File: config.mk
export PLATFORM = sky130hd
export DESIGN_NAME = fmcal_sar
export DESIGN_NICKNAME = d
export VERILOG_FILES = /design/src/rtl/fmcal_pkg.sv /design/src/rtl/fmcal_evt_counter.sv /design/src/rtl/fmcal_sar_reg.sv /design/src/rtl/fmcal_sar.sv
export SDC_FILE = /design/constraint.sdc
export NUM_CORES = 1
export LEC_CHECK = 0
export BUFFER_PORTS_ARGS = -buffer_cell sky130_fd_sc_hd__buf_4
export CORE_ASPECT_RATIO = 1.1
export CORE_UTILIZATION = 45
export CTS_CLUSTER_SIZE = 25
export DETAILED_ROUTE_END_ITERATION = 8
export SKIP_CTS_REPAIR_TIMING = 1
export SYNTH_ARGS = -nofsm -noshare
export SYNTH_HDL_FRONTEND = slang
export SYNTH_SLANG_ARGS = --single-unit
File: constraint.sdc
create_clock -name clk -period 5.44 [get_ports clk]
set_input_delay 1.088 -clock clk [delete_from_list [all_inputs] [get_ports clk]]
set_output_delay 1.088 -clock clk [all_outputs]
set_load 0.03 [all_outputs]
File: src/rtl/fmcal_pkg.sv
package fmcal_pkg;
   typedef enum logic [1:0] {
      PH_IDLE   = 2'd0,
      PH_CENTER = 2'd1,
      PH_TRIAL  = 2'd2
   } cal_phase_t;
endpackage

File: src/rtl/fmcal_evt_counter.sv
module fmcal_evt_counter #(
   parameter int CNT_W = 12
) (
   input  logic             clk,
   input  logic             rst_n,
   input  logic             clr_i,
   input  logic             inc_i,
   output logic [CNT_W-1:0] cnt_o,
   output logic [CNT_W-1:0] sum_o,
   output logic             ovf_o
);
   localparam logic [CNT_W-1:0] CNT_MAX = '1;

   if (CNT_W < 2) begin : g_bad_width
      $error("fmcal_evt_counter: CNT_W must be at least 2");
   end

   logic [CNT_W-1:0] cnt_q;
   logic             at_max;

   assign at_max = (cnt_q == CNT_MAX);
   assign ovf_o  = inc_i & at_max;
   assign sum_o  = (inc_i && !at_max) ? cnt_q + 1'b1 : cnt_q;
   assign cnt_o  = cnt_q;

   always_ff @(posedge clk or negedge rst_n) begin
      if (!rst_n)     cnt_q <= '0;
      else if (clr_i) cnt_q <= '0;
      else            cnt_q <= sum_o;
   end

   AST_SATURATE: assert property (@(posedge clk) disable iff (!rst_n)
      (ovf_o && !clr_i) |=> (cnt_o == CNT_MAX));
endmodule

File: src/rtl/fmcal_sar_reg.sv
module fmcal_sar_reg #(
   parameter int CODE_W = 8
) (
   input  logic              clk,
   input  logic              rst_n,
   input  logic              clear_i,
   input  logic              seed_i,
   input  logic              decide_i,
   input  logic              keep_i,
   output logic [CODE_W-1:0] code_o,
   output logic              last_o
);
   localparam logic [CODE_W-1:0] TOP_BIT = {1'b1, {(CODE_W-1){1'b0}}};

   if (CODE_W < 2) begin : g_bad_width
      $error("fmcal_sar_reg: CODE_W must be at least 2");
   end

   logic [CODE_W-1:0] code_q, probe_q, probe_down, code_after;

   assign probe_down = probe_q >> 1;

   for (genvar i = 0; i < CODE_W; i++) begin : g_bit
      assign code_after[i] = probe_q[i] ? keep_i : (code_q[i] | probe_down[i]);
   end

   always_ff @(posedge clk or negedge rst_n) begin
      if (!rst_n) begin
         code_q  <= '0;
         probe_q <= '0;
      end else if (clear_i) begin
         code_q  <= '0;
         probe_q <= '0;
      end else if (seed_i) begin
         code_q  <= TOP_BIT;
         probe_q <= TOP_BIT;
      end else if (decide_i) begin
         code_q  <= code_after;
         probe_q <= probe_down;
      end
   end

   assign code_o = code_q;
   assign last_o = probe_q[0];

   AST_PROBE_ONEHOT: assert property (@(posedge clk) disable iff (!rst_n)
      $onehot0(probe_q));
   AST_CODE_HOLD: assert property (@(posedge clk) disable iff (!rst_n)
      (!clear_i && !seed_i && !decide_i) |=> $stable(code_o));
endmodule

File: src/rtl/fmcal_sar.sv
module fmcal_sar #(
   parameter int CODE_W   = 8,
   parameter int CNT_W    = 12,
   parameter int REF_TERM = 256
) (
   input  logic              clk,
   input  logic              rst_n,
   input  logic              start_i,
   input  logic              ref_tick_i,
   input  logic              fb_tick_i,
   input  logic              mod_high_i,
   input  logic [CNT_W-1:0]  expect_i,
   input  logic              fault_i,
   output logic [CODE_W-1:0] dac_code_o,
   output logic              done_o,
   output logic              pass_o
);
   import fmcal_pkg::*;

   localparam int REF_W = $clog2(REF_TERM + 1);
   localparam int ERR_W = CNT_W + 2;
   localparam logic [REF_W-1:0] REF_END = REF_W'(REF_TERM);

   if (REF_TERM < 2) begin : g_bad_term
      $error("fmcal_sar: REF_TERM must be at least 2");
   end
   if (CNT_W < 2) begin : g_bad_cnt
      $error("fmcal_sar: CNT_W must be at least 2");
   end

   cal_phase_t        phase_q;
   logic [CNT_W-1:0]  base_q;
   logic              err_q, done_q, pass_q;

   logic              active, win_end, cnt_clr;
   logic              ref_inc, fb_inc, fb_gate;
   logic [REF_W-1:0]  ref_cnt, ref_sum;
   logic [CNT_W-1:0]  fb_cnt, fb_sum;
   logic              ref_ovf, fb_ovf;
   logic signed [ERR_W-1:0] delta, gap;
   logic              keep, seed, decide, last;

   assign active  = (phase_q != PH_IDLE);
   assign ref_inc = active && ref_tick_i;
   assign win_end = ref_inc && (ref_sum == REF_END);
   assign fb_gate = (phase_q == PH_CENTER) ? 1'b1 : mod_high_i;
   assign fb_inc  = active && fb_tick_i && fb_gate;
   assign cnt_clr = start_i || win_end || !active;

   fmcal_evt_counter #(.CNT_W(REF_W)) u_ref_cnt (
      .clk(clk), .rst_n(rst_n), .clr_i(cnt_clr), .inc_i(ref_inc),
      .cnt_o(ref_cnt), .sum_o(ref_sum), .ovf_o(ref_ovf)
   );

   fmcal_evt_counter #(.CNT_W(CNT_W)) u_fb_cnt (
      .clk(clk), .rst_n(rst_n), .clr_i(cnt_clr), .inc_i(fb_inc),
      .cnt_o(fb_cnt), .sum_o(fb_sum), .ovf_o(fb_ovf)
   );

   assign delta = $signed({2'b00, fb_sum}) - $signed({2'b00, base_q});
   assign gap   = $signed({2'b00, expect_i}) - delta;
   assign keep  = ~gap[ERR_W-1];

   assign seed   = !start_i && (phase_q == PH_CENTER) && win_end;
   assign decide = !start_i && (phase_q == PH_TRIAL) && win_end;

   fmcal_sar_reg #(.CODE_W(CODE_W)) u_sar (
      .clk(clk), .rst_n(rst_n), .clear_i(start_i), .seed_i(seed),
      .decide_i(decide), .keep_i(keep), .code_o(dac_code_o), .last_o(last)
   );

   always_ff @(posedge clk or negedge rst_n) begin
      if (!rst_n) begin
         phase_q <= PH_IDLE;
         base_q  <= '0;
         err_q   <= 1'b0;
         done_q  <= 1'b0;
         pass_q  <= 1'b0;
      end else if (start_i) begin
         phase_q <= PH_CENTER;
         base_q  <= '0;
         err_q   <= 1'b0;
         done_q  <= 1'b0;
         pass_q  <= 1'b0;
      end else begin
         if (active && (fault_i || fb_ovf || ref_ovf)) err_q <= 1'b1;
         if (seed) begin
            base_q  <= fb_sum;
            phase_q <= PH_TRIAL;
         end
         if (decide && last) begin
            phase_q <= PH_IDLE;
            done_q  <= 1'b1;
            pass_q  <= !(err_q || fault_i || fb_ovf || ref_ovf);
         end
      end
   end

   assign done_o = done_q;
   assign pass_o = pass_q;

   AST_PASS_NEEDS_DONE: assert property (@(posedge clk) disable iff (!rst_n)
      pass_o |-> done_o);
   AST_START_CLEARS: assert property (@(posedge clk) disable iff (!rst_n)
      start_i |=> (!done_o && dac_code_o == '0));
   AST_CENTER_CODE_ZERO: assert property (@(posedge clk) disable iff (!rst_n)
      (phase_q == PH_CENTER) |-> (dac_code_o == '0));
   AST_GATE_HOLD: assert property (@(posedge clk) disable iff (!rst_n)
      (phase_q == PH_TRIAL && !mod_high_i && !cnt_clr) |=> $stable(fb_cnt));
   AST_FAULT_FAILS: assert property (@(posedge clk) disable iff (!rst_n)
      (active && fault_i && !start_i) |=> !pass_o);
   AST_DONE_IDLE: assert property (@(posedge clk) disable iff (!rst_n)
      done_o |-> (phase_q == PH_IDLE));
   AST_REF_BOUND: assert property (@(posedge clk) disable iff (!rst_n)
      ref_cnt < REF_END);
endmodule

==> results.txt <==
Status: completed
ANT nets after route: 0
Combinational Power Share: 13.9%
Layout cells sized above 1: 18.85%
Setup violations, final: 0
Row count: 33
Top cells by count, synth: dfrtp_1, nor2_1, inv_1
Hold/Removal Path Class: flip-flop to flip-flop
DIE AREA: 0.008142 mm2
I/O Pins: 29
RSZ-0062 raised after global routing: no
Port bufs: 28
Syn_nets: 418
Fin. Hold Viols: 0
CTS tree: yes
H-tree levels: 2
Fill count: 720
Core box area: 0.007515 mm2
Most common cell in the netlist: dfrtp_1
Post-Synthesis Cells: 372
Sequential power share: 52.9%
Switching portion of total power: 26.04%
Achievable Freq: 0.1989 GHz
DRT Wirelength: 7340 um
Drt drc: 0
Initial core utilization: 46.62%
Max Fanout on Critical Path: 7
Synth cell types: 49
Cell taking the most area after synthesis: dfrtp_1
Routed via count: 2792
Share of Yosys cell area claimed by the top area cell type: 38.57%
CTS Buffer Depth: 2
Register area: 0.001351 mm2
Area contributors post-synth: dfrtp_1, ha_1, xnor2_1
Die X-Extent: 86.13 um
Seq cells post-synth: 54
Post-route clock period utilization: 92.42%
GRT overflow: 0
Switching pwr: 0.2008 mW
Fin crit period: 5.027 ns
Req. time, crit path: 5.64 ns
Yosys synthesis warning count: 0
Worst slew margin: 40.88%
Pre-antenna DRT Iters: 4
Vias per cell: 5.328
Clk pwr share: 33.1%
Seq/Total Area, Yosys: 38.57%
Netlist Area Pre-Place: 0.003503 mm2
WP data arrival: 5.22 ns
Clk slew on worst S/H paths: 0.10 ns
First DRT Iteration DRCs: 75
Syn avg cell area: 9.418 um2
Max cap viols: 0
Total Routing Usage GR: 19.93%
CP Launch Type: primary input
Number of global-route vias before repair: 2760
Die height: 94.54 um
Clk root buf: clkbuf_8
Fin util: 54.33%
Clock Skew: 0.008274 ns
Post-synth EDFFs: 0
Critical path type: primary input to flip-flop
Total CTS buffers: 5
FFs w/ async S/R, synth: 100.0%
Max-slew violations: 0
Fin area: 0.004083 mm2
Area grow syn2layout: 16.54%
Worst-Margin Slew: 0.8868 ns
Crit end category: flip-flop
Leak Pwr: 1.913 nW
Power per cell area: 188.9 mW/mm2
VDD IR-drop max: 0.1415 mV
WL per Instance: 14.01 um
Total power: 0.7714 mW
GPL Wtd Cong: 0.8085
DP Area: 0.003963 mm2
Multi-input combinational cell area: 0.001969 mm2
Ys flop type: dfrtp_1
Final net count: 464
Antenna violations before repair: 0
Pint: 0.5705 mW
Largest net degree at the start of global routing: 55
First-pass GRT wire length: 12830 um
ANT cells: 0
CTS sink count: 54
Post-DP HPWL: 5394 um
Clk_lat worst skew: 0.31 ns
[registers in the layout, summed over array words and instances (netlist names)]
name / cells
base_q: 12
done_o: 1
phase_q: 2
u_sar.code_o: 8
u_ref_cnt.cnt_o: 9
err_q: 1
u_sar.probe_q: 8
pass_o: 1
u_fb_cnt.cnt_o: 12
[routing by layer]
layer | track usage, % | vias to the layer above | routed length [um]
met5 | 0 | - | 0
met3 | 2.360 | 6 | 139
met1 | 25.79 | 1323 | 3561
li1 | - | 1431 | -
met4 | 5.417 | 0 | 81
met2 | 35.19 | 32 | 3558
[power by group through the flow]
stage | logic, mW | registers [mW] | clock network [mW]
final | 0.107 | 0.408 | 0.256
after global routing | 0.124 | 0.409 | 0.277
after CTS | 0.107 | 0.408 | 0.261
after detailed placement | 0.106 | 0.416 | 0
after global placement | 0.103 | 0.416 | 0
after floorplan | 0.0637 | 0.416 | 0
[path summary, 6_finish.rpt]
kind	startpoint	to	slack (ns)	depth (start not counted)
setup / recovery	mod_high_i	u_sar.code_o[4]$_DFFE_PN0P_	0.41	22
max in group asynchronous	rst_n	u_sar.probe_q[5]$_DFFE_PN0P_	4.17	1
setup reg to reg	u_fb_cnt.cnt_o[0]$_DFF_PN0_	u_sar.code_o[4]$_DFFE_PN0P_	0.57	22
hold / removal	done_o$_DFFE_PN0N_	done_o$_DFFE_PN0N_	0.50	1
min in group asynchronous	rst_n	u_ref_cnt.cnt_o[6]$_DFF_PN0_	0.80	1
hold reg to reg	done_o$_DFFE_PN0N_	done_o$_DFFE_PN0N_	0.50	1
[cells by family after synthesis]
family | synth area share (%)
AO/OA/AOI/OAI | 22.29
XOR/XNOR | 7.250
adder cells (fa/ha/maj) | 9.857
buffers and inverters | 5.429
flip-flops | 38.57
multiplexers | 1.179
AND/OR/NAND/NOR | 15.43
[cell usage in the layout, fill, tap and decap left out, types with 6 or more instances in the layout]
cell type	count
xor2_1	14
nor2b_1	7
nor3_1	11
nand2_1	14
ha_1	26
a21oi_1	19
dfrtp_1	54
a211oi_1	10
buf_4	54
o22ai_2	8
inv_1	32
xnor2_1	15
nor2_1	34
o2bb2ai_1	6
o2111a_1	8
o21ai_0	21
nand3_1	12
clkbuf_8	7
[critical path: stages]
cell and delay (ns):
buf_4 0.11, and2_1 0.15, o21ai_0 0.21, nor2_1 0.12
xnor2_1 0.22, ha_1 0.20, inv_1 0.05, fa_1 0.39
a211oi_1 0.37, o21ai_0 0.19, a31oi_1 0.25, o21bai_1 0.09
a21oi_1 0.17, xor2_1 0.17, ha_1 0.26, o21a_1 0.11
o21ai_1 0.20, a31o_2 0.16, o311ai_2 0.16, nor4_2 0.28
buf_4 0.19, a211oi_1 0.08
[final cells by class]
cell class | count | share of cell area (%)
multi-input cells | 271 | 48.24
flip-flops and latches | 54 | 33.10
repair buffers | 54 | 9.930
well taps | 105 | 3.218
inverters | 32 | 2.942
clock buffers | 7 | 2.360
clock inverters | 1 | 0.2145
[metrics by stage]
stage	hold WS, ns	instances	setup slack, ns	TNS, ns
detailed placement	0.4741	515	-0.3903	-2.666
CTS	0.5004	523	-0.05280	-0.3000
global placement	0.4744	515	-0.1665	-1.141
global route	0.5086	524	0.0002012	0
floorplan	0.4645	372	0.3800	0
finish	0.5017	524	0.4125	0
Note: power is estimated with default switching activity, not from simulation.
